## src/rtl/access_guard_pkg.sv

```systemverilog
package access_guard_pkg;

  typedef enum logic [1:0] {
    MODE_GUARD  = 2'd0,
    MODE_WINDOW = 2'd1,
    MODE_OFFSET = 2'd2,
    MODE_LOCK   = 2'd3
  } guardMode_t;

  typedef enum logic [2:0] {
    SEL_MODE  = 3'd0,
    SEL_GUARD = 3'd1,
    SEL_LOW   = 3'd2,
    SEL_HIGH  = 3'd3,
    SEL_BASE  = 3'd4,
    SEL_LIMIT = 3'd5
  } cfgSel_t;

  // strobes from control to datapath
  typedef struct packed {
    logic cfgEn;
    logic capture;
    logic grant;
    logic trap;
    logic useSum;
  } guardCtl_t;

  // comparison results from datapath to control
  typedef struct packed {
    logic belowGuard;
    logic belowLow;
    logic aboveHigh;
    logic overLimit;
    logic sumCarry;
  } guardFlags_t;

endpackage

```

## src/rtl/access_guard_ctrl.sv

```systemverilog
module access_guard_ctrl
  import access_guard_pkg::*;
(
  input  logic        clk,
  input  logic        rst_n,
  input  logic        reqValid,
  input  logic        reqSuper,
  input  logic        cfgWrite,
  input  logic [2:0]  cfgSel,
  input  logic [1:0]  cfgModeData,
  input  guardFlags_t flags,
  output guardCtl_t   ctl
);

  guardMode_t modeQ;
  logic       userTrap;

  // mode register, writable only from supervisor
  always_ff @(posedge clk or negedge rst_n) begin
    if (!rst_n) begin
      modeQ <= MODE_GUARD;
    end else if (ctl.cfgEn && cfgSel == SEL_MODE) begin
      modeQ <= guardMode_t'(cfgModeData);
    end
  end

  always_comb begin
    unique case (modeQ)
      MODE_GUARD:  userTrap = flags.belowGuard;
      MODE_WINDOW: userTrap = flags.belowLow | flags.aboveHigh;
      MODE_OFFSET: userTrap = flags.overLimit | flags.sumCarry;
      default:     userTrap = 1'b1;
    endcase
  end

  always_comb begin
    ctl         = '0;
    ctl.cfgEn   = cfgWrite && reqSuper;
    ctl.capture = reqValid;
    ctl.useSum  = !reqSuper && modeQ == MODE_OFFSET;
    if (reqValid) begin
      ctl.trap  = !reqSuper && userTrap;
      ctl.grant = !ctl.trap;
    end
  end

  // a user-mode write must leave the mode untouched
  assert_ignore_user_write_R10: assert property (@(posedge clk) disable iff (!rst_n)
    (cfgWrite && !reqSuper) |=> $stable(modeQ));

  // the supervisor path never traps
  assert_super_no_trap_R7: assert property (@(posedge clk) disable iff (!rst_n)
    (reqValid && reqSuper) |-> !ctl.trap);

endmodule

```

## src/rtl/access_guard_dpath.sv

```systemverilog
module access_guard_dpath
  import access_guard_pkg::*;
#(
  parameter int AW = 16
) (
  input  logic          clk,
  input  logic          rst_n,
  input  guardCtl_t     ctl,
  input  logic [AW-1:0] reqAddr,
  input  logic [2:0]    cfgSel,
  input  logic [AW-1:0] cfgData,
  output guardFlags_t   flags,
  output logic [AW-1:0] busAddr,
  output logic          busValid,
  output logic          trapFlag
);

  localparam logic [AW-1:0] ALL_ONES = {AW{1'b1}};

  logic [AW-1:0] guardQ, lowQ, highQ, baseQ, limitQ;
  logic [AW:0]   sumWide;
  logic [AW-1:0] busAddrQ;
  logic          busValidQ, trapQ;

  // protection registers
  always_ff @(posedge clk or negedge rst_n) begin
    if (!rst_n) begin
      guardQ <= '0;
      lowQ   <= '0;
      highQ  <= ALL_ONES;
      baseQ  <= '0;
      limitQ <= ALL_ONES;
    end else if (ctl.cfgEn) begin
      case (cfgSel)
        SEL_GUARD: guardQ <= cfgData;
        SEL_LOW:   lowQ   <= cfgData;
        SEL_HIGH:  highQ  <= cfgData;
        SEL_BASE:  baseQ  <= cfgData;
        SEL_LIMIT: limitQ <= cfgData;
        default:   ;
      endcase
    end
  end

  // comparators and relocation adder
  always_comb begin
    sumWide          = {1'b0, baseQ} + {1'b0, reqAddr};
    flags.belowGuard = reqAddr < guardQ;
    flags.belowLow   = reqAddr < lowQ;
    flags.aboveHigh  = reqAddr > highQ;
    flags.overLimit  = reqAddr > limitQ;
    flags.sumCarry   = sumWide[AW];
  end

  // registered outputs
  always_ff @(posedge clk or negedge rst_n) begin
    if (!rst_n) begin
      busAddrQ  <= '0;
      busValidQ <= 1'b0;
      trapQ     <= 1'b0;
    end else begin
      busValidQ <= ctl.grant;
      if (ctl.capture) trapQ <= ctl.trap;
      if (ctl.grant)   busAddrQ <= ctl.useSum ? sumWide[AW-1:0] : reqAddr;
    end
  end

  assign busAddr  = busAddrQ;
  assign busValid = busValidQ;
  assign trapFlag = trapQ;

  assert_trap_excludes_valid_R9: assert property (@(posedge clk) disable iff (!rst_n)
    !(busValidQ && trapQ));

  assert_trap_hold_R9: assert property (@(posedge clk) disable iff (!rst_n)
    !ctl.capture |=> $stable(trapQ));

  assert_addr_hold_R9: assert property (@(posedge clk) disable iff (!rst_n)
    !ctl.grant |=> $stable(busAddrQ));

  assert_no_wrap_R6: assert property (@(posedge clk) disable iff (!rst_n)
    (ctl.useSum && flags.sumCarry) |-> !ctl.grant);

endmodule

```

## src/rtl/access_guard.sv

```systemverilog
module access_guard
  import access_guard_pkg::*;
#(
  parameter int AW = 16
) (
  input  logic          clk,
  input  logic          rst_n,
  input  logic          reqValid,
  input  logic [AW-1:0] reqAddr,
  input  logic          reqSuper,
  input  logic          cfgWrite,
  input  logic [2:0]    cfgSel,
  input  logic [AW-1:0] cfgData,
  output logic [AW-1:0] busAddr,
  output logic          busValid,
  output logic          trapFlag
);

  guardCtl_t   ctl;
  guardFlags_t flags;

  access_guard_ctrl u_ctrl (
    .clk         (clk),
    .rst_n       (rst_n),
    .reqValid    (reqValid),
    .reqSuper    (reqSuper),
    .cfgWrite    (cfgWrite),
    .cfgSel      (cfgSel),
    .cfgModeData (cfgData[1:0]),
    .flags       (flags),
    .ctl         (ctl)
  );

  access_guard_dpath #(.AW(AW)) u_dpath (
    .clk      (clk),
    .rst_n    (rst_n),
    .ctl      (ctl),
    .reqAddr  (reqAddr),
    .cfgSel   (cfgSel),
    .cfgData  (cfgData),
    .flags    (flags),
    .busAddr  (busAddr),
    .busValid (busValid),
    .trapFlag (trapFlag)
  );

  assert_one_cycle_result_R8: assert property (@(posedge clk) disable iff (!rst_n)
    reqValid |=> (busValid || trapFlag));

  assert_idle_no_valid_R8: assert property (@(posedge clk) disable iff (!rst_n)
    !reqValid |=> !busValid);

  assert_super_passthrough_R7: assert property (@(posedge clk) disable iff (!rst_n)
    (reqValid && reqSuper) |=> (busValid && !trapFlag && busAddr == $past(reqAddr)));

endmodule

```

## config.mk

```make
export PLATFORM = sky130hd
export DESIGN_NAME = access_guard
export DESIGN_NICKNAME = d
export VERILOG_FILES = /design/src/rtl/access_guard_pkg.sv /design/src/rtl/access_guard_ctrl.sv /design/src/rtl/access_guard_dpath.sv /design/src/rtl/access_guard.sv
export SDC_FILE = /design/constraint.sdc
export NUM_CORES = 1
export LEC_CHECK = 0
export ABC_CLOCK_PERIOD_IN_PS = 6950
export BUFFER_PORTS_ARGS = -buffer_cell sky130_fd_sc_hd__buf_2
export CAP_MARGIN = 20
export CELL_PAD_IN_SITES_DETAIL_PLACEMENT = 1
export CELL_PAD_IN_SITES_GLOBAL_PLACEMENT = 2
export CORE_ASPECT_RATIO = 1.1
export CORE_MARGIN = 3
export CORE_UTILIZATION = 43
export CTS_CLUSTER_SIZE = 14
export DETAILED_ROUTE_END_ITERATION = 7
export PLACE_DENSITY_LB_ADDON = 0.1
export SYNTH_ARGS = -nofsm -noshare
export SYNTH_HDL_FRONTEND = slang
export SYNTH_SLANG_ARGS = --single-unit
```

## constraint.sdc

```tcl
create_clock -name clk -period 6.95 [get_ports clk]
set_clock_uncertainty 0.2 [all_clocks]
set_input_delay 1.39 -clock clk [delete_from_list [all_inputs] [get_ports clk]]
set_output_delay 1.39 -clock clk [all_outputs]
set_load 0.02 [all_outputs]
```

## Word-level counts from Yosys, hierarchy flattened

Index checks and enable logic that the tools add are counted.

| cells by class | value |
|---|---|
| add/sub/neg operators | 1 |
| multiply operators | 0 |
| div/mod/pow operators | 0 |
| order comparisons | 4 |
| equality and inequality tests | 7 |
| shifts and indexed selects | 0 |
| muxes and demuxes | 3 |
| bitwise operators | 2 |
| reduce and logical (&&, ||, !) cells | 13 |

Operator list:

| operator | count |
|---|---|
| $gt A16 B16 Y1 | 2 |
| $lt A16 B16 Y1 | 2 |
| $add A16 B16 Y17 | 1 |
| $mux W16 | 1 |
| $reduce_and A2 Y1 | 5 |
| $eq A3 B2 Y1 const B | 2 |
| $eq A3 B3 Y1 const B | 2 |
| $logic_and A1 B1 Y1 | 4 |
| $eq A3 B1 Y1 const B | 1 |
| $logic_not A3 Y1 | 1 |
| $pmux W1 S3 | 1 |
| $eq A2 B1 Y1 const B | 1 |
| $eq A2 B2 Y1 const B | 1 |
| $logic_not A1 Y1 | 2 |
| $logic_not A2 Y1 | 1 |
| $mux W2 | 1 |
| $or A1 B1 Y1 | 2 |

| word-level totals | value |
|---|---|
| bits in registers | 100 |
| bits in latches | 0 |
| bits in writable memories | 0 |
| memory bits (read-only) | 0 |
| bits of input ports | 40 |
| output and inout port bits | 18 |
| word-level logic and storage cells | 39 |
| memories kept | 0 |

## Logic depth before layout (Yosys ltp)

Gate-level depths: netlist (run 1).

| logic depth | value |
|---|---|
| depth after elaboration | 6 |
| depth in mapped cells | 11 |
| mapped depth without buffers | 10 |

## By module

Synthesis (run 1) repeated with hierarchy kept, for this count alone.

| second synthesis, totals | value |
|---|---|
| cells, all modules | 599 |
| area total of the unflattened synthesis | 6130.9 sq um |

Modules (own cells, without submodules):

| module | times used | cells an instance | area each (sq um) | seq. area each (sq um) |
|---|---|---|---|---|
| access_guard_dpath | 1 | 585 | 5969.5 | 2492.4 |
| access_guard_ctrl | 1 | 14 | 161.4 | 50.0 |

## Worst setup path before layout (run 1)

OpenSTA, ideal clock, no wires.

| timing path | value |
|---|---|
| path type | input port to flip-flop |
| start point | in reqAddr[0] |
| end point | reg u_dpath.busAddrQ[10] (netlist: u_dpath.busAddr[10]) |
| setup time | 0.125 ns |
| data arrival time | 3.712 ns |
| data required time | 6.625 ns |
| setup slack | 2.913 ns |
| stages | 11 |
| path buffers | 1 |
| path through | ha_1 fa_1 a21oi_1 o22ai_1 o21ai_0 a21oi_2 a21o_1 a211oi_2 a211oi_4 buf_8 mux2_4 |

| on the way | value |
|---|---|
| longest elaborated chain between the ends | 6 |
| elaborated cells on any way between the ends | 12 |
| classes of those cells | add/sub: 1; order compare: 4; mux: 3; bitwise: 2; reduce/logical: 2 |

Ends and longest elaborated chain:

| element | line | source |
|---|---|---|
| from (decl) | access_guard.sv:9 | `input logic [AW-1:0] reqAddr,` |
| $add A16 B16 Y17 (tied with other cells) | access_guard_dpath.sv:47 | `sumWide = {1'b0, baseQ} + {1'b0, reqAddr};` |
| $or A1 B1 Y1 (on tied branches) | access_guard_ctrl.sv:31, access_guard_ctrl.sv:30 |  |
| $pmux W1 S3 | access_guard_ctrl.sv:28 | `unique case (modeQ)` |
| $logic_and A1 B1 Y1 | access_guard_ctrl.sv:42 | `ctl.trap = !reqSuper && userTrap;` |
| $logic_not A1 Y1 | access_guard_ctrl.sv:43 | `ctl.grant = !ctl.trap;` |
| $mux W2 | access_guard_ctrl.sv:41 | `if (reqValid) begin` |
| to (signal assigned) | access_guard_dpath.sv:64 | `if (ctl.grant) busAddrQ <= ctl.useSum ? sumWide[AW-1:0] : reqAddr;` |
| to (decl) | access_guard_dpath.sv:22 | `logic [AW-1:0] busAddrQ;` |

Several ways; a longest one is shown, not always the timed one.
A chain may end at the register's enable or synchronous reset.

## Worst setup path after layout (run 1)

| timing path | value |
|---|---|
| start point | in reqAddr[0] |
| end point | reg u_dpath.busAddrQ[14] (netlist: u_dpath.busAddr[14]) |

The elaborated chain is that of the path after synthesis.

==> results of run 1 <==
## final cells by class
type                       instances  area (um^2)  share of cell area (%)
sequential                       100         2540                    36.1
tap                              188          235                    3.34
timing repair buffer              62          333                    4.73
clock inverter                     6         48.8                   0.693
clock buffer                      10          239                    3.40
multi-input combinational        398         3390                    48.1
inverter                          67          251                    3.57
## logic make-up after synthesis
group / count (synthesis) / synth area share, %
AOI/OAI and AO/OA: 122 / 12.8
xor gates and xnor gates: 9 / 1.26
adders and majority gates: 79 / 16.0
buffers and inverters: 80 / 4.99
DFF: 100 / 40.7
muxes: 87 / 16.1
and+or+nand+nor: 101 / 8.10
## layout by cell type, fill, tap and decap left out, types with 3 or more instances in the layout
| cell type | synthesis | final |
|---|---|---|
| a211oi_1 | 7 | 7 |
| a21o_1 | 20 | 20 |
| a21oi_1 | 20 | 20 |
| buf_2 | 0 | 56 |
| buf_4 | 0 | 5 |
| clkbuf_16 | 0 | 9 |
| clkinvlp_4 | 0 | 3 |
| dfrtp_1 | 68 | 68 |
| dfstp_2 | 32 | 32 |
| ha_1 | 78 | 78 |
| inv_1 | 67 | 67 |
| mux2_2 | 77 | 77 |
| mux2_4 | 8 | 8 |
| nand2_1 | 39 | 39 |
| nand2b_1 | 5 | 5 |
| nand3_1 | 5 | 5 |
| nand4_1 | 9 | 9 |
| nor2_1 | 15 | 15 |
| nor2b_1 | 9 | 8 |
| nor3b_1 | 4 | 4 |
| nor4_1 | 3 | 3 |
| o21a_1 | 7 | 7 |
| o21ai_0 | 41 | 41 |
| xnor2_1 | 5 | 5 |
| xor2_1 | 4 | 4 |
## worst max-delay path by stage
stage	to	from	depth (start not counted)
2_1_floorplan	u_dpath.busAddr[10]$_DFFE_PN0P_	reqAddr[0]	11
3_3_place_gp	u_dpath.busAddr[0]$_DFFE_PN0P_	reqAddr[9]	9
3_5_place_dp	u_dpath.busAddr[2]$_DFFE_PN0P_	reqAddr[9]	9
4_1_cts	u_dpath.busAddr[6]$_DFFE_PN0P_	reqAddr[9]	9
5_1_grt	u_dpath.busAddr[14]$_DFFE_PN0P_	reqAddr[0]	12
6_report	u_dpath.busAddr[14]$_DFFE_PN0P_	reqAddr[0]	12
## report_power, final
group | leakage, uW | internal [uW] | switching (uW) | total, uW
Combinational | 0.00210 | 375 | 446 | 820
Clock | 0.000131 | 255 | 238 | 494
Sequential | 0.00116 | 775 | 84.8 | 859
## Yosys cell counts (all sizes together) (2+ instances only)
library cell   n
inv           67
a31oi          2
ha            78
xnor2          5
xor2           4
dfrtp         68
mux2          85
nor3b          4
a21oi         22
nand3          5
a21o          20
a311oi         2
nor4           3
mux2i          2
o31ai          2
nand2         39
o21ai         43
a2111oi        3
nor2b          9
o21a           7
a211o          2
clkbuf        12
o2111ai        2
dfstp         32
nor2          15
a211oi         9
nand2b         5
nor3           2
o211ai         2
nand4          9
or3            2
## sequential cells by signal, summed over array words and instances (netlist names)
| signal | flops |
|---|---|
| u_dpath.lowQ | 16 |
| u_dpath.guardQ | 16 |
| u_dpath.busValid | 1 |
| u_dpath.busAddr | 16 |
| u_ctrl.modeQ | 2 |
| u_dpath.limitQ | 16 |
| u_dpath.highQ | 16 |
| u_dpath.trapFlag | 1 |
| u_dpath.baseQ | 16 |
## stage by stage
| step | utilization (%) | power [uW] | setup slack (ns) | cell area (um^2) |
|---|---|---|---|---|
| floorplan | - | 1430 | 2.91 | 6240 |
| global placement | 48.0 | 1660 | 2.29 | 6740 |
| detailed placement | 48.0 | 1690 | 2.22 | 6740 |
| CTS | 50.1 | 2200 | 2.61 | 7020 |
| global route | 50.2 | 2330 | 2.66 | 7040 |
| finish | 50.2 | 2170 | 2.85 | 7040 |
## routing by layer
metal	vias to the layer above	global-route usage, %
li1	2169	-
met3	19	3.09
met1	2254	27.3
met5	-	0
met2	59	39.4
met4	0	7.56
==> parameters.txt, run 1 <==
Parameter                              Value

Cells and area
  Filler-free cell count of the finished design    between 800 and 900
  Area growth syn-to-layout    12.8%
  Fill cell count    1546
  Fraction of layout instances using a drive strength above 1    31.7%
  Count of antenna diodes in the layout    0
  Layout Nets    757

Run
  Max-cap check violation count    0

Routing
  Wirelength, routed    approximately 17000 um
  Sum of met2 wire segment lengths after detailed routing    8850 um
  Number of DRC violations after detailed-routing iteration 0    roughly 140
  Top layer reached by signal wires    met4
  Routed wire length on met3    ~400 um
  First drt pass iteration count    4
  Total vias in the final route    roughly 4500
  Count of antenna-violating nets left after detailed routing    0
  DRC violation count after routing    0
  Average wire per standard cell    just over 20 um
  Post-DR vias/cell    about 5.4
  Routed length on met1    between 7000 and 8000 um

Setup path
  Critical path start-end classification    in2reg
  Crit path max-delay family    compound AO/OA/AOI/OAI gates
  Crit start category    input pin
  R2R Path Start    u_dpath.baseQ[0]$_DFFE_PN0P_
  Worst setup slack for register-to-register paths    approximately 3.6 ns
  R2R cell count    11
  Largest fanout on the critical path    17
  Cell type of the slowest stage on the worst timing path    fa_1
  Worst path cell trace    buf_2 -> ha_1 -> fa_1 -> a21oi_1 -> o22ai_1 -> o21ai_0 -> a21oi_2 -> a21o_1 -> a211oi_2 -> a211oi_4 -> buf_8 -> mux2_4
  Reg-to-reg endpoint    u_dpath.busAddr[14]$_DFFE_PN0P_
  Data required time at the worst endpoint    6.99 ns
  Type of destination of the critical path    flip-flop
  Arrival time of data at the critical path endpoint    just over 4 ns
  Largest stage delay, worst path    approximately 0.41 ns
  Worst Path Buf+Inv    2

Clock tree
  Post-CTS Setup Bufs    0
  Insertion delay to the later sink of the worst-skew pair    around 0.36 ns
  Total of hold buffers inserted after clock tree synthesis    0
  Clock buffer count from CTS    9
  Number of gates given a new drive strength after cts    0
  Deepest level of the CTS H-tree    3
  Clock tree from TritonCTS    built
  CTS Buffer Depth    2
  Clock-pin transition on the worst setup and hold timing paths    roughly 0.07 ns
  Root cell of the clock tree    clkbuf_16
  Clock tree sinks    100

Synth
  Post-Synthesis Mean Instance Area    roughly 11 um^2
  Synthesized instance count    approximately 580
  Post-synthesis instance area    between 6000 and 7000 um^2
  Share of async-settable or async-resettable flops after synthesis    between 90% and 100%
  Number of synthesized flops with an enable pin    0
  Prevailing post-synth register cell    dfrtp_1
  Cell type with the largest total area after synthesis    dfrtp_1
  Synth unique cells    between 50 and 60
  Syn nets    roughly 700
  Proportion of netlist area held by the largest area contributor    a little over a quarter
  Flops & latches, synth    100
  Sequential share of the synthesized area    40.7%
  Biggest area contributors in the synthesized netlist    dfrtp_1, ha_1, mux2_2
  Count of yosys warnings during synthesis    0

Die
  Starting density of the core    between 40% and 50%
  Die Footprint    16000 um^2
  I/O pin cnt    58
  Die Ht    about 130 um
  Core Region    roughly 14000 um^2
  Cell Rows    between 40 and 50
  Chip Width    ~120 um

Timing
  Number of hold violations in the final report    0
  Final number of setup-violating endpoints    0
  Count of pins over their slew limit    0
  Worst-case hold slack    approximately 0.30 ns
  Worst-Margin Slew    0.987 ns
  Max-Slew Margin vs Limit    about a third
  Unrepaired setup endpoints after global routing    false
  Post-layout minimum cycle time    4.10 ns
  Highest Clock Rate    between 200 and 250 MHz
  Post-route clock period utilization    between 50% and 60%
  Sum Neg Setup Slack    0 ns

Worst hold path
  Min-Delay Path Depth    1
  Path class of the lowest-slack min-delay path    reg2reg
  Hold wc startpoint    u_dpath.busAddr[6]$_DFFE_PN0P_
  Worst hold path endpoint    u_dpath.busAddr[6]$_DFFE_PN0P_

Global route
  Total congestion overflow    0
  First-pass GRT wire length    27100 um
  Global-route usage over all layers    22.1%
  Vias in the first global route    4953
  Number of antenna violations at the first check in global routing    0
  Pin count of the biggest net entering global routing    just under 60

Placement
  Final HPWL DP    ~13000 um
  Weighted congestion at the end of routability-driven global placement    0.801
  Placed cell count    ~800
  Count of input and output buffers    57

Power
  P_leak    0.00338 uW
  Peak supply drop    approximately 0.00016 V
  Cell Pwr Density    between 300 and 400 nW/um^2

Outcome
  Outcome    finished clean
No activity file was read; power rests on OpenSTA's default activity.
==> inputs of run 2 (changes only) <==
--- a/config.mk
+++ b/config.mk
@@ -5,14 +5,14 @@
 export SDC_FILE = /design/constraint.sdc
 export NUM_CORES = 1
 export LEC_CHECK = 0
-export ABC_CLOCK_PERIOD_IN_PS = 6950
+export ABC_CLOCK_PERIOD_IN_PS = 3650
 export BUFFER_PORTS_ARGS = -buffer_cell sky130_fd_sc_hd__buf_2
 export CAP_MARGIN = 20
 export CELL_PAD_IN_SITES_DETAIL_PLACEMENT = 1
 export CELL_PAD_IN_SITES_GLOBAL_PLACEMENT = 2
 export CORE_ASPECT_RATIO = 1.1
 export CORE_MARGIN = 3
-export CORE_UTILIZATION = 43
+export CORE_UTILIZATION = 36
 export CTS_CLUSTER_SIZE = 14
 export DETAILED_ROUTE_END_ITERATION = 7
 export PLACE_DENSITY_LB_ADDON = 0.1
==> constraint.sdc (replaced) <==
create_clock -name clk -period 3.65 [get_ports clk]
set_clock_uncertainty 0.2 [all_clocks]
set_input_delay 0.73 -clock clk [delete_from_list [all_inputs] [get_ports clk]]
set_output_delay 0.73 -clock clk [all_outputs]
set_load 0.02 [all_outputs]
==> run 2 against run 1 <==
  * Sequential share of layout area decreased by 2.4 points
  * Cell count increased by 10%
  * First-iteration DRC count increased by 5.6%
  * Critical path depth increased by 1
  * Utilization decreased by 5.1 points
  * Wire length increased by 3.4%
  * Non-clock buffer count increased by 46
  * Register-to-register slack got worse by 3.2 ns
  * Largest cell class unchanged
==> parameters.txt, run 2 (synthesis results as in run 1) <==
Parameter                              Value

Die
  Starting density of the core    a little under two fifths
  Die Footprint    between 15000 and 20000 um^2
  Core Region    roughly 17000 um^2
  Chip Width    132 um
  Die Ht    roughly 140 um
  I/O pin cnt    just under 60
  Cell Rows    between 40 and 50

Setup path
  Crit start category    input pin
  R2R cell count    12
  Crit path max-delay family    compound AO/OA/AOI/OAI gates
  Worst path cell trace    buf_2 -> buf_4 -> fa_1 -> a21oi_1 -> o22ai_1 -> o21ai_0 -> buf_4 -> a21oi_2 -> a21o_1 -> a211oi_2 -> a211oi_4 -> buf_12 -> mux2_4
  Worst setup slack for register-to-register paths    approximately 0.44 ns
  R2R Path Start    u_dpath.baseQ[0]$_DFFE_PN0P_
  Critical path start-end classification    in2reg
  Arrival time of data at the critical path endpoint    roughly 3.4 ns
  Data required time at the worst endpoint    3.69 ns
  Largest fanout on the critical path    18
  Largest stage delay, worst path    roughly 0.44 ns
  Reg-to-reg endpoint    u_dpath.busAddr[11]$_DFFE_PN0P_
  Worst Path Buf+Inv    4
  Cell type of the slowest stage on the worst timing path    fa_1
  Cell repeated most along the worst path    buf_4
  Type of destination of the critical path    flip-flop

Routing
  First drt pass iteration count    4
  Post-DR vias/cell    between 5 and 6
  Count of antenna-violating nets left after detailed routing    0
  Number of DRC violations after detailed-routing iteration 0    150
  DRC violation count after routing    0
  Total vias in the final route    about 4600
  Wirelength, routed    ~17000 um
  Average wire per standard cell    roughly 19 um

Power
  Switching portion of total power    between 30% and 40%
  Share of power burned in registers    36.6%
  Peak supply drop    ~0.00025 V
  Gate power share    about 37%
  Cell Pwr Density    roughly 590 nW/um^2
  Switching power    1460 uW
  Internal portion of total power    around 3000 uW
  Clock network fraction of total power    between 20% and 30%
  P_leak    approximately 0.0037 uW

Timing
  Unrepaired setup endpoints after global routing    false
  Worst-Margin Slew    roughly 0.66 ns
  Highest Clock Rate    approximately 300 MHz
  Post-route clock period utilization    ~90%
  Sum Neg Setup Slack    0 ns
  Setup WS post-layout    between 0.2 and 0.3 ns
  Final number of setup-violating endpoints    0
  Number of hold violations in the final report    0
  Post-layout minimum cycle time    3.36 ns
  Max-Slew Margin vs Limit    56.1%
  Count of pins over their slew limit    0

Run
  Max-cap check violation count    0

Clock tree
  Root cell of the clock tree    clkbuf_16
  Number of gates given a new drive strength after cts    0
  Post-CTS Setup Bufs    1
  Clock-pin transition on the worst setup and hold timing paths    0.07 ns
  Clock tree from TritonCTS    built
  CTS Buffer Depth    2
  Clock buffer count from CTS    9
  Deepest level of the CTS H-tree    3
  Clock tree sinks    100
  Total of hold buffers inserted after clock tree synthesis    0
  Insertion delay to the later sink of the worst-skew pair    between 0.3 and 0.4 ns

Global route
  Pin count of the biggest net entering global routing    between 50 and 60
  First-pass GRT wire length    between 20000 and 30000 um
  Global-route usage over all layers    19.3%
  Total congestion overflow    0
  Vias in the first global route    between 5000 and 6000
  Number of antenna violations at the first check in global routing    0

Cells and area
  Commonest non-fill, non-tap cell in the layout    ha_1
  Area growth syn-to-layout    20.7%
  Count of antenna diodes in the layout    0
  Utilization after layout    ~45%
  Top library cells by usage in the layout, fill and taps aside    ha_1, mux2_2, dfrtp_1
  Fraction of layout instances using a drive strength above 1    between 30% and 40%
  Layout Nets    803

Outcome
  Outcome    finished clean

Placement
  Count of input and output buffers    57
  Final HPWL DP    between 10000 and 15000 um
  Weighted congestion at the end of routability-driven global placement    slightly below 0.8
  Setup WS pre-CTS    -0.413 ns

Worst hold path
  Path class of the lowest-slack min-delay path    in2async
-- run 2: cell types whose count changed in the layout (fill, tap and decap cells not counted), moves of 2 or more --
| cell | previous run | this run |
|---|---|---|
| buf_12 | 0 | 2 |
| buf_4 | 5 | 50 |
| bufinv_16 | 0 | 4 |
| clkinv_2 | 0 | 2 |
| clkinvlp_4 | 3 | 0 |
-- run 2: worst max path at each step --
stage,slack (ns),startpoint,end,cells past startpoint
final,0.29,reqAddr[1],u_dpath.busAddr[11]$_DFFE_PN0P_,13
after CTS,0.28,reqAddr[0],u_dpath.busAddr[11]$_DFFE_PN0P_,13
after floorplan,0.27,reqAddr[0],u_dpath.busAddr[10]$_DFFE_PN0P_,11
after global routing,0.13,reqAddr[0],u_dpath.busAddr[11]$_DFFE_PN0P_,13
after global placement,-0.32,reqAddr[9],u_dpath.busAddr[0]$_DFFE_PN0P_,10
after detailed placement,-0.41,reqAddr[5],u_dpath.busAddr[1]$_DFFE_PN0P_,12
-- run 2: final cells by class --
cell class                 instances  area, um^2
fill                            1896        9150
multi-input combinational        398        3390
sequential                       100        2540
timing repair buffer             108         696
tap                              229         287
inverter                          67         251
clock buffer                       9         225
clock inverter                     7         139
-- run 2: metal layers --
layer / GRT usage [%] / vias up / share of wire, %
met2: 36.1 / 48 / 53
li1: - / 2253 / -
met3: 2.23 / 13 / 1.6
met1: 23.7 / 2331 / 44
met5: 0 / - / 0
met4: 5.31 / 0 / 1.2
-- run 2: worst register-to-register path: cells and delay by family (launching register included) --
family                     cells  cell delay [ns]
AOI/OAI and AO/OA              7             1.27
adders and majority gates      2             0.60
DFF                            1             0.38
buffers and inverters          2             0.33
muxes                          1             0.32
-- run 2: power by group through the flow --
| stage | clock, uW | sequential [uW] | combinational, uW |
|---|---|---|---|
| after floorplan | 0 | 1730 | 984 |
| after global placement | 0 | 1640 | 1580 |
| after detailed placement | 0 | 1660 | 1650 |
| after CTS | 1220 | 1640 | 1670 |
| after global routing | 1270 | 1670 | 1850 |
| final | 1190 | 1630 | 1640 |
-- run 2: metrics by stage --
stage / cell area, um^2 / hold WS [ns] / instances / power [uW]
final: 7530 / 0.192 / 918 / 4460
after global routing: 7530 / 0.246 / 918 / 4790
after CTS: 7530 / 0.220 / 918 / 4530
after detailed placement: 7140 / 0.267 / 901 / 3300
after global placement: 7140 / 0.257 / 901 / 3230
after floorplan: 6240 / 0.234 / 578 / 2720
==> inputs of run 3 (changes only) <==
--- a/config.mk
+++ b/config.mk
@@ -5,14 +5,13 @@
 export SDC_FILE = /design/constraint.sdc
 export NUM_CORES = 1
 export LEC_CHECK = 0
-export ABC_CLOCK_PERIOD_IN_PS = 3650
+export ABC_CLOCK_PERIOD_IN_PS = 3300
 export BUFFER_PORTS_ARGS = -buffer_cell sky130_fd_sc_hd__buf_2
 export CAP_MARGIN = 20
 export CELL_PAD_IN_SITES_DETAIL_PLACEMENT = 1
 export CELL_PAD_IN_SITES_GLOBAL_PLACEMENT = 2
-export CORE_ASPECT_RATIO = 1.1
 export CORE_MARGIN = 3
-export CORE_UTILIZATION = 36
+export CORE_UTILIZATION = 40
 export CTS_CLUSTER_SIZE = 14
 export DETAILED_ROUTE_END_ITERATION = 7
 export PLACE_DENSITY_LB_ADDON = 0.1
==> constraint.sdc (replaced) <==
create_clock -name clk -period 3.3 [get_ports clk]
set_clock_uncertainty 0.2 [all_clocks]
set_input_delay 0.66 -clock clk [delete_from_list [all_inputs] [get_ports clk]]
set_output_delay 0.66 -clock clk [all_outputs]
set_load 0.02 [all_outputs]
==> run 3 against run 2 <==
  * Clock power about the same
  * Cell area down 1.7%
  * First-iteration DRC count down 12%
  * Worst hold slack worse by 0.0040 ns
  * Sequential power up 12%
  * Highest routed layer unchanged
  * Register-to-register slack worse by 0.24 ns
  * Largest cell class unchanged
  * Global-route usage up 2.2 points
  * Largest power group is now registers
  * Wire length down 1.1%
  * Sequential cell count unchanged
  * Via count unchanged
==> parameters.txt, run 3 (synthesis results as in run 1) <==
Parameter                              Value

Routing
  Post-DR vias/cell    approximately 5.2
  Count of antenna-violating nets left after detailed routing    0
  First drt pass iteration count    4
  Wirelength, routed    around 17000 um
  DRC violation count after routing    0
  Total vias in the final route    about 4600
  Average wire per standard cell    ~19 um
  Number of DRC violations after detailed-routing iteration 0    132

Timing
  Max-Slew Margin vs Limit    slightly below 50%
  Highest Clock Rate    about 320 MHz
  Final number of setup-violating endpoints    0
  Unrepaired setup endpoints after global routing    false
  Setup WS post-layout    0.156 ns
  Number of hold violations in the final report    0
  Post-layout minimum cycle time    around 3.1 ns
  Count of pins over their slew limit    0
  Worst-Margin Slew    just under 0.8 ns
  Post-route clock period utilization    a little over nine tenths

Cells and area
  Layout Nets    slightly below 800
  Area growth syn-to-layout    18.5%
  Commonest non-fill, non-tap cell in the layout    ha_1
  Utilization after layout    approximately 48%
  Top library cells by usage in the layout, fill and taps aside    ha_1, mux2_2, dfrtp_1
  Fill cell count    approximately 1700
  Count of antenna diodes in the layout    0
  Fraction of layout instances using a drive strength above 1    35.2%

Setup path
  Crit path max-delay family    compound AO/OA/AOI/OAI gates
  Critical path start-end classification    in2reg
  Crit start category    input pin
  Cell type of the slowest stage on the worst timing path    fa_1
  Worst path cell trace    buf_2 -> ha_1 -> fa_1 -> a21oi_1 -> o22ai_1 -> o21ai_1 -> a21oi_2 -> a21o_1 -> a211oi_2 -> a211oi_4 -> buf_12 -> mux2_4
  Largest fanout on the critical path    18
  Arrival time of data at the critical path endpoint    approximately 3.2 ns
  Type of destination of the critical path    flip-flop
  Worst Path Buf+Inv    2
  Data required time at the worst endpoint    between 3 and 4 ns
  Largest stage delay, worst path    0.40 ns

Placement
  Weighted congestion at the end of routability-driven global placement    0.837
  Final HPWL DP    approximately 13000 um
  Count of input and output buffers    57
  Setup WS pre-CTS    -0.198 ns

Clock tree
  Clock tree sinks    100
  Clock buffer count from CTS    9
  Root cell of the clock tree    clkbuf_16
  Clock-pin transition on the worst setup and hold timing paths    approximately 0.070 ns
  Clock tree from TritonCTS    built
  Number of gates given a new drive strength after cts    0
  Deepest level of the CTS H-tree    3
  Post-CTS Setup Bufs    0
  CTS Buffer Depth    2
  Insertion delay to the later sink of the worst-skew pair    approximately 0.35 ns
  Total of hold buffers inserted after clock tree synthesis    0

Run
  Max-cap check violation count    0

Power
  Cell Pwr Density    about 640 nW/um^2
  Peak supply drop    0.000306 V
  Post-layout power    4750 uW
  P_leak    ~0.0036 uW

Global route
  Number of antenna violations at the first check in global routing    0
  Total congestion overflow    0
  First-pass GRT wire length    ~28000 um
  Global-route usage over all layers    between 20% and 30%
  Pin count of the biggest net entering global routing    56
  Vias in the first global route    5000

Die
  Die Footprint    approximately 17000 um^2
  Cell Rows    45
  Chip Width    between 100 and 150 um
  Starting density of the core    approximately two fifths
  Core Region    15300 um^2
  Die Ht    about 130 um
  I/O pin cnt    between 50 and 60

Outcome
  Outcome    finished clean

Worst hold path
  Path class of the lowest-slack min-delay path    in2async
[run 3: power by group]
group / switching, uW / total (uW) / internal [uW] / leakage [uW]
Clock: 474 / 1160 / 682 / 0.000159
Sequential: 186 / 1820 / 1630 / 0.00116
Combinational: 934 / 1780 / 843 / 0.00228
[run 3: final cells by class]
cell class	instances	area [um^2]	area share, %
inverter	67	251	3.40
tap	211	264	3.57
multi-input combinational	398	3390	45.8
timing repair buffer	98	633	8.56
sequential	100	2540	34.4
clock buffer	11	243	3.28
clock inverter	5	75.1	1.01
[run 3: worst paths after layout]
path                                                   endpoint                          from  cells past startpoint  slack, ns
max in group asynchronous         u_dpath.limitQ[3]$_DFFE_PN1P_                         rst_n                      2       1.92
worst max-delay path            u_dpath.busAddr[11]$_DFFE_PN0P_                    reqAddr[0]                     12       0.16
worst min register to register     u_dpath.trapFlag$_DFFE_PN0P_  u_dpath.trapFlag$_DFFE_PN0P_                      1       0.29
worst max register to register  u_dpath.busAddr[11]$_DFFE_PN0P_  u_dpath.baseQ[0]$_DFFE_PN0P_                     11       0.20
min in group clk                   u_dpath.trapFlag$_DFFE_PN0P_  u_dpath.trapFlag$_DFFE_PN0P_                      1       0.29
worst min-delay path                 u_dpath.busValid$_DFF_PN0_                         rst_n                      1       0.19
[run 3: metal layers]
| metal | GRT usage, % | up-vias | part of all wire, % |
|---|---|---|---|
| met2 | 38.3 | 58 | 51 |
| met5 | 0 | - | 0 |
| met1 | 27.1 | 2326 | 45 |
| met4 | 4.17 | 0 | 1.3 |
| met3 | 4.27 | 12 | 2.6 |
| li1 | - | 2249 | - |
[run 3: per-stage QoR]
step                      setup TNS (ns)  cell area (um^2)  cells  hold slack, ns
after floorplan                        0              6240    578           0.164
after global placement             -1.94              7080    874           0.256
after detailed placement           -2.83              7080    874           0.270
after CTS                              0              7400    890           0.206
after global routing                   0              7400    890           0.234
final                                  0              7400    890           0.188
